$ cat src/rtl/serial_pkg.sv
package serial_pkg;
  localparam int BYTE_W    = 8;
  localparam int NUM_WREGS = 8;
  localparam int VEC_IDX   = 2;
  localparam int MODEM_IDX = 5;
  // read register 0 layout
  localparam int ST_HELD   = 0;
  localparam int ST_EMPTY  = 2;
  localparam int ST_LINE_H = 3;
  localparam int ST_LINE_L = 5;
  // modem-control bits copied from write register 5
  localparam int MC_SRC_H  = 7;
  localparam int MC_SRC_L  = 1;
  // read register 1 layout
  localparam int ERR_OVR   = 5;
endpackage

$ cat src/rtl/serial_ctl_bank.sv
module serial_ctl_bank #(
  parameter int DW    = serial_pkg::BYTE_W,
  parameter int NREG  = serial_pkg::NUM_WREGS,
  parameter int MODEM = serial_pkg::MODEM_IDX,
  localparam int PW   = $clog2(NREG)
) (
  input  logic          clk,
  input  logic          rst,
  input  logic          wr_en,
  input  logic          rd_en,
  input  logic [DW-1:0] wdata,
  output logic [PW-1:0] ptr_o,
  output logic [DW-1:0] modem_o
);
  logic [DW-1:0] bank_q [NREG];
  logic          unused_fold;

  assign ptr_o   = bank_q[0][PW-1:0];
  assign modem_o = bank_q[MODEM];

  always_ff @(posedge clk) begin
    if (rst) begin
      for (int i = 0; i < NREG; i++) bank_q[i] <= '0;
    end else if (wr_en) begin
      if (ptr_o == '0) begin
        bank_q[0] <= wdata;
      end else begin
        bank_q[ptr_o]     <= wdata;
        bank_q[0][PW-1:0] <= '0;
      end
    end else if (rd_en) begin
      bank_q[0][PW-1:0] <= '0;
    end
  end

  always_comb begin
    unused_fold = ^bank_q[0][DW-1:PW];
    for (int i = 1; i < NREG; i++)
      if (i != MODEM) unused_fold = unused_fold ^ (^bank_q[i]);
  end

  p_ptr_home_r3: assert property (@(posedge clk) disable iff (rst)
    (wr_en && ptr_o != '0) |=> ptr_o == '0);
  p_ptr_load_r3: assert property (@(posedge clk) disable iff (rst)
    (wr_en && ptr_o == '0) |=> ptr_o == $past(wdata[PW-1:0]));
  p_ptr_home_r4: assert property (@(posedge clk) disable iff (rst)
    (rd_en && !wr_en) |=> ptr_o == '0);
endmodule

$ cat src/rtl/serial_loop_buf.sv
module serial_loop_buf #(
  parameter int DW = serial_pkg::BYTE_W
) (
  input  logic          clk,
  input  logic          rst,
  input  logic          wr_en,
  input  logic          rd_en,
  input  logic [DW-1:0] wdata,
  output logic [DW-1:0] rd_byte,
  output logic          valid_o,
  output logic          ovr_o
);
  logic [DW-1:0] hold_q;
  logic          valid_q, ovr_q;

  always_ff @(posedge clk) begin
    if (rst) begin
      hold_q  <= '0;
      valid_q <= 1'b0;
      ovr_q   <= 1'b0;
    end else if (wr_en) begin
      hold_q  <= wdata;
      valid_q <= 1'b1;
      if (valid_q) ovr_q <= 1'b1;
    end else if (rd_en) begin
      valid_q <= 1'b0;
    end
  end

  assign rd_byte = valid_q ? hold_q : '0;
  assign valid_o = valid_q;
  assign ovr_o   = ovr_q;

  p_valid_set_r8: assert property (@(posedge clk) disable iff (rst)
    wr_en |=> valid_o && rd_byte == $past(wdata));
  p_ovr_set_r8: assert property (@(posedge clk) disable iff (rst)
    (wr_en && valid_o) |=> ovr_o);
  p_valid_clr_r9: assert property (@(posedge clk) disable iff (rst)
    (rd_en && !wr_en) |=> !valid_o);
  p_ovr_sticky_r10: assert property (@(posedge clk) disable iff (rst)
    ovr_o |=> ovr_o);
endmodule

$ cat src/rtl/serial_chan.sv
module serial_chan #(
  parameter int DW    = serial_pkg::BYTE_W,
  parameter int NREG  = serial_pkg::NUM_WREGS,
  parameter bit IS_B  = 1'b0,
  localparam int PW   = $clog2(NREG)
) (
  input  logic          clk,
  input  logic          rst,
  input  logic          data_wr,
  input  logic          data_rd,
  input  logic          ctl_wr,
  input  logic          ctl_rd,
  input  logic [DW-1:0] wdata,
  input  logic [DW-1:0] vec_i,
  output logic [DW-1:0] data_byte,
  output logic [DW-1:0] ctl_byte,
  output logic [PW-1:0] ptr_o
);
  import serial_pkg::*;

  logic [DW-1:0] modem;
  logic          held, ovr;
  logic [DW-1:0] st0, st1;

  serial_ctl_bank #(.DW(DW), .NREG(NREG), .MODEM(MODEM_IDX)) u_bank (
    .clk(clk), .rst(rst), .wr_en(ctl_wr), .rd_en(ctl_rd), .wdata(wdata),
    .ptr_o(ptr_o), .modem_o(modem)
  );

  serial_loop_buf #(.DW(DW)) u_buf (
    .clk(clk), .rst(rst), .wr_en(data_wr), .rd_en(data_rd), .wdata(wdata),
    .rd_byte(data_byte), .valid_o(held), .ovr_o(ovr)
  );

  always_comb begin
    st0            = '0;
    st0[ST_HELD]   = held;
    st0[ST_EMPTY]  = ~held;
    st0[ST_LINE_H] = modem[MC_SRC_H];
    st0[ST_LINE_L] = modem[MC_SRC_L];
    st1            = '0;
    st1[ERR_OVR]   = ovr;
  end

  always_comb begin
    if (ptr_o == PW'(0))            ctl_byte = st0;
    else if (ptr_o == PW'(1))       ctl_byte = st1;
    else if (ptr_o == PW'(VEC_IDX)) ctl_byte = IS_B ? vec_i : '0;
    else                            ctl_byte = '0;
  end

  p_empty_flag_r5: assert property (@(posedge clk) disable iff (rst)
    (ptr_o == '0) |-> (ctl_byte[ST_HELD] != ctl_byte[ST_EMPTY]));
endmodule

$ cat src/rtl/dual_serial_loopback.sv
module dual_serial_loopback #(
  parameter int          DW        = serial_pkg::BYTE_W,
  parameter int          AW        = 8,
  parameter int          NREG      = serial_pkg::NUM_WREGS,
  parameter logic [7:0]  BASE_ADDR = 8'hFC,
  localparam int         PW        = $clog2(NREG),
  localparam int         NCH       = 2
) (
  input  logic          clk,
  input  logic          rst,
  input  logic          io_stb,
  input  logic          io_we,
  input  logic [AW-1:0] io_addr,
  input  logic [DW-1:0] io_wdata,
  output logic [DW-1:0] io_rdata
);
  import serial_pkg::*;

  logic          hit, is_ctl, ch_sel, vec_ld;
  logic [DW-1:0] vec_q;
  logic [DW-1:0] data_byte [NCH];
  logic [DW-1:0] ctl_byte  [NCH];
  logic [PW-1:0] ptr       [NCH];

  assign hit    = io_addr[AW-1:2] == BASE_ADDR[AW-1:2];
  assign is_ctl = io_addr[0];
  assign ch_sel = io_addr[1];

  for (genvar g = 0; g < NCH; g++) begin : g_ch
    logic sel;
    assign sel = io_stb && hit && (ch_sel == g[0]);
    serial_chan #(.DW(DW), .NREG(NREG), .IS_B(g == 1)) u_ch (
      .clk(clk), .rst(rst),
      .data_wr(sel && io_we && !is_ctl),
      .data_rd(sel && !io_we && !is_ctl),
      .ctl_wr(sel && io_we && is_ctl),
      .ctl_rd(sel && !io_we && is_ctl),
      .wdata(io_wdata), .vec_i(vec_q),
      .data_byte(data_byte[g]), .ctl_byte(ctl_byte[g]), .ptr_o(ptr[g])
    );
  end

  assign vec_ld = io_stb && io_we && hit && is_ctl && ch_sel &&
                  (ptr[1] == PW'(VEC_IDX));

  always_ff @(posedge clk) begin
    if (rst) vec_q <= '0;
    else if (vec_ld) vec_q <= io_wdata;
  end

  always_ff @(posedge clk) begin
    if (rst) io_rdata <= '0;
    else if (io_stb && !io_we) begin
      if (!hit)        io_rdata <= '0;
      else if (is_ctl) io_rdata <= ctl_byte[ch_sel];
      else             io_rdata <= data_byte[ch_sel];
    end
  end

  p_rdata_hold_r11: assert property (@(posedge clk) disable iff (rst)
    !(io_stb && !io_we) |=> $stable(io_rdata));
  p_vec_hold_r7: assert property (@(posedge clk) disable iff (rst)
    !vec_ld |=> $stable(vec_q));
  p_miss_zero_r2: assert property (@(posedge clk) disable iff (rst)
    (io_stb && !io_we && !hit) |=> io_rdata == '0);
  p_ptr_indep_r12: assert property (@(posedge clk) disable iff (rst)
    (io_stb && hit && ch_sel) |=> $stable(ptr[0]));
endmodule

$ cat config.mk
export PLATFORM = sky130hd
export DESIGN_NAME = dual_serial_loopback
export DESIGN_NICKNAME = d
export VERILOG_FILES = /design/src/rtl/serial_pkg.sv /design/src/rtl/serial_ctl_bank.sv /design/src/rtl/serial_loop_buf.sv /design/src/rtl/serial_chan.sv /design/src/rtl/dual_serial_loopback.sv
export SDC_FILE = /design/constraint.sdc
export NUM_CORES = 1
export LEC_CHECK = 0
export ABC_AREA = 1
export BUFFER_PORTS_ARGS = -buffer_cell sky130_fd_sc_hd__buf_4
export CAP_MARGIN = 20
export CORE_AREA = 2 2 77 79
export DETAILED_ROUTE_END_ITERATION = 6
export DIE_AREA = 0 0 79 81
export GPL_TIMING_DRIVEN = 0
export PLACE_DENSITY_LB_ADDON = 0.2
export RECOVER_POWER = 50
export SYNTH_ARGS = -nofsm -noshare
export SYNTH_HDL_FRONTEND = slang
export SYNTH_SLANG_ARGS = --single-unit
$ cat constraint.sdc
create_clock -name clk -period 1.5 [get_ports clk]
set_input_delay 0.075 -clock clk [delete_from_list [all_inputs] [get_ports clk]]
set_output_delay 0.075 -clock clk [all_outputs]
set_load 0.02 [all_outputs]
==> results.py <==
metrics = {
    "clock_network": {
        "htree_levels": 2,
        "cts_buffers": 5,
        "cts_buffer_depth": 2,
        "clk_latency_ns": 0.31,
        "ctsHoldBuffers": 0,
        "clk_pin_slew_worst_paths_ns": 0.10,
        "cts_tree": "done",
        "cts.sinks": 46,
        "clockRootBuffer": "clkbuf_8",
    },
    "yosys": {
        "async_reset_ff_share_pct": 0,
        "yosysSeqAreaShare_pct": 47.2,
        "ys_warn_count": 0,
        "synth_top_cell_by_area": "dfxtp_1",
        "syn-mean-instance-area_sq_um": 7.50,
        "synth_cell_types": 26,
        "synth-edff-count": 10,
        "synth_area_sq_um": 2160,
        "synth_top_area_share_pct": 33.4,
        "synth.most_common_cell": "nand2_1",
        "synth.top_cells.by_area": "dfxtp_1 33%, edfxtp_1 14%, nand2_1 9.9%",
        "synth_flop_cell": "dfxtp_1",
        "synth_cells": 288,
        "netlist_top_cells_count": "57 x nand2_1, 41 x nor2_1, 36 x dfxtp_1, 30 x a21oi_1, 27 x nand3_1",
        "synth_seq_cells": 46,
        "synth_nets": 308,
    },
    "flow_run": {
        "drv_cap": 0,
    },
    "routing": {
        "drtIter0Drc": 137,
        "drt-total-wl_um": 5650,
        "route.detailed.drc": 0,
        "vias": 2026,
        "wl_per_cell_um": 14.2,
        "ant_nets": 0,
        "vias_per_cell": 5.08,
        "dr.pass1.iters": 4,
    },
    "grt": {
        "use_met2_pct": 29.9,
        "grt_pass1_wl_um": 9150,
        "grt_use_total_pct": 18.7,
        "gr-usage-met3_pct": 4.33,
        "gr-usage-met1_pct": 25.1,
        "antenna_found_initial": 0,
        "grt_pass1_vias": 1883,
        "busiest_layer": "met2",
        "grt_max_degree": 16,
        "overflow": 0,
    },
    "placed_design": {
        "io_buffers": 26,
        "gp_congestion": 0.899,
        "hpwl_um": 4240,
    },
    "timing": {
        "hold_viol": 0,
        "fin_tns_setup_ns": 0,
        "tightest_slew_ns": 0.536,
        "finalSetupViolations": 0,
        "whs_ns": 0.0256,
        "final_max_slew_viol_count": 0,
        "slew_headroom_pct": 64.3,
        "grt_setup_unrepaired": "yes",
        "finClkSkew_ns": 0.00809,
        "min_period_ns": 1.39,
        "max_freq_mhz": 718,
        "fin_crit_sh_pct": 92.8,
    },
    "hold_path": {
        "hold_class": "in2reg",
    },
    "cells_and_area": {
        "fillCellCount": 633,
        "nNetsFinal": 343,
        "drive_gt1_share_pct": 14.5,
        "n_antenna_cell": 0,
        "regArea_sq_um": 1020,
        "multiInputGateArea_sq_um": 995,
        "area_growth_pct": 17.7,
        "finish.utilization_pct": 44.8,
    },
    "floorplanning": {
        "die_area_sq_um": 6400,
        "io_pins": 28,
        "core-area_sq_um": 5680,
        "die_x_um": 79,
        "row_count": 28,
        "die_height_um": 81,
        "start_util_pct": 38.1,
    },
    "power": {
        "ir_drop_v": 0.000559,
        "p_leak_nw": 0.956,
        "cellPowerDensity_nw_per_um2": 923,
    },
    "worst_setup_path": {
        "worstSetupPathType": "reg2reg",
        "start_kind": "register",
        "cp-end-kind": "register",
        "cp_max_fo": 5,
        "required_ns": 1.74,
        "crit_arrival_ns": 1.63,
    },
    "outcome": {
        "status": "finished clean",
    },
}
-- cell families (layout without fill, tap and decap cells) --
family / after synthesis / count (layout) / share of synthesized area (%)
AO/OA/AOI/OAI: 62 / 62 / 15.4
buffers and inverters: 35 / 71 / 6.60
flip-flops: 46 / 46 / 47.2
AND/OR/NAND/NOR: 145 / 145 / 30.7
-- critical path: stages, from the launching register on --
cell	delay [ns]
edfxtp_1	0.43
nor2_1	0.29
nand3_1	0.12
nand2_1	0.09
o21ai_0	0.13
nand2_1	0.09
nand2_1	0.06
a21oi_1	0.12
-- registers in the layout (all words and copies together), names as in the netlist --
name,flops
g_ch.u_ch.u_bank.bank_q,10
io_rdata,8
g_ch.u_ch.u_buf.ovr_o,2
vec_q,8
g_ch.u_ch.u_buf.hold_q,16
g_ch.u_ch.u_buf.valid_o,2
-- timing repair --
action,CTS,global route
resized for setup,0,2
endpoints found under the setup margin,0,10
buffers inserted,0,2
-- layer usage --
layer,vias up,share of wire [%],routed length [um]
met1,926,47,2680
met3,6,5.8,330
met5,-,0,0
met2,64,45,2560
li1,1030,-,-
met4,0,1.3,72
-- final timing paths --
check	from	end	slack [ns]	depth (start not counted)
worst max-delay path	g_ch[1].u_ch.u_bank.bank_q[0][2]	io_rdata[5]	0.11	7
worst min-delay path	io_wdata[6]	vec_q[6]	0.03	3
worst max register to register	g_ch[1].u_ch.u_bank.bank_q[0][2]	io_rdata[5]	0.11	7
worst min register to register	g_ch[0].u_ch.u_buf.ovr_o	g_ch[0].u_ch.u_buf.ovr_o	0.46	2
-- power by group --
part           total, mW  switching [mW]  internal [mW]
Combinational      0.184           0.121         0.0632
Clock              0.885           0.452          0.433
Sequential          1.28         0.00614           1.27
Total               2.35           0.580           1.77
-- placed cells by master, fill, tap and decap left out, types with 3 or more instances in the layout --
| master | count |
|---|---|
| nor3_1 | 6 |
| clkbuf_8 | 5 |
| buf_4 | 19 |
| o21ai_1 | 5 |
| inv_1 | 23 |
| clkbuf_1 | 14 |
| buf_2 | 3 |
| o21ai_0 | 20 |
| dfxtp_1 | 36 |
| a21oi_1 | 30 |
| nor2_4 | 4 |
| nor2_1 | 40 |
| edfxtp_1 | 10 |
| nor4_1 | 3 |
| nand2_1 | 59 |
| nand3_1 | 27 |
-- final cells by class --
cell class                      instances  share of cell area, %
Clock inverter                          2                  0.541
Inverter                               25                   3.69
Clock buffer                            6                   3.69
Multi-Input combinational cell        207                   39.1
Timing Repair Buffer                   28                   7.08
Tap cell                               75                   3.69
Sequential cell                        46                   40.1
Buffer                                 10                   2.07
-- through the flow --
| stage | cell area, sq um | std cells | power [mW] | setup WS [ns] |
|---|---|---|---|---|
| 2_1_floorplan | 2160 | 288 | 1.40 | 0.239 |
| 3_3_place_gp | 2450 | 389 | 1.49 | -0.00741 |
| 3_5_place_dp | 2450 | 389 | 1.49 | 0.00197 |
| 4_1_cts | 2560 | 397 | 2.36 | 0.0802 |
| 5_1_grt | 2540 | 399 | 2.43 | -0.0146 |
| 6_report | 2540 | 399 | 2.35 | 0.107 |
Note: power is estimated with default switching activity, not from simulation.
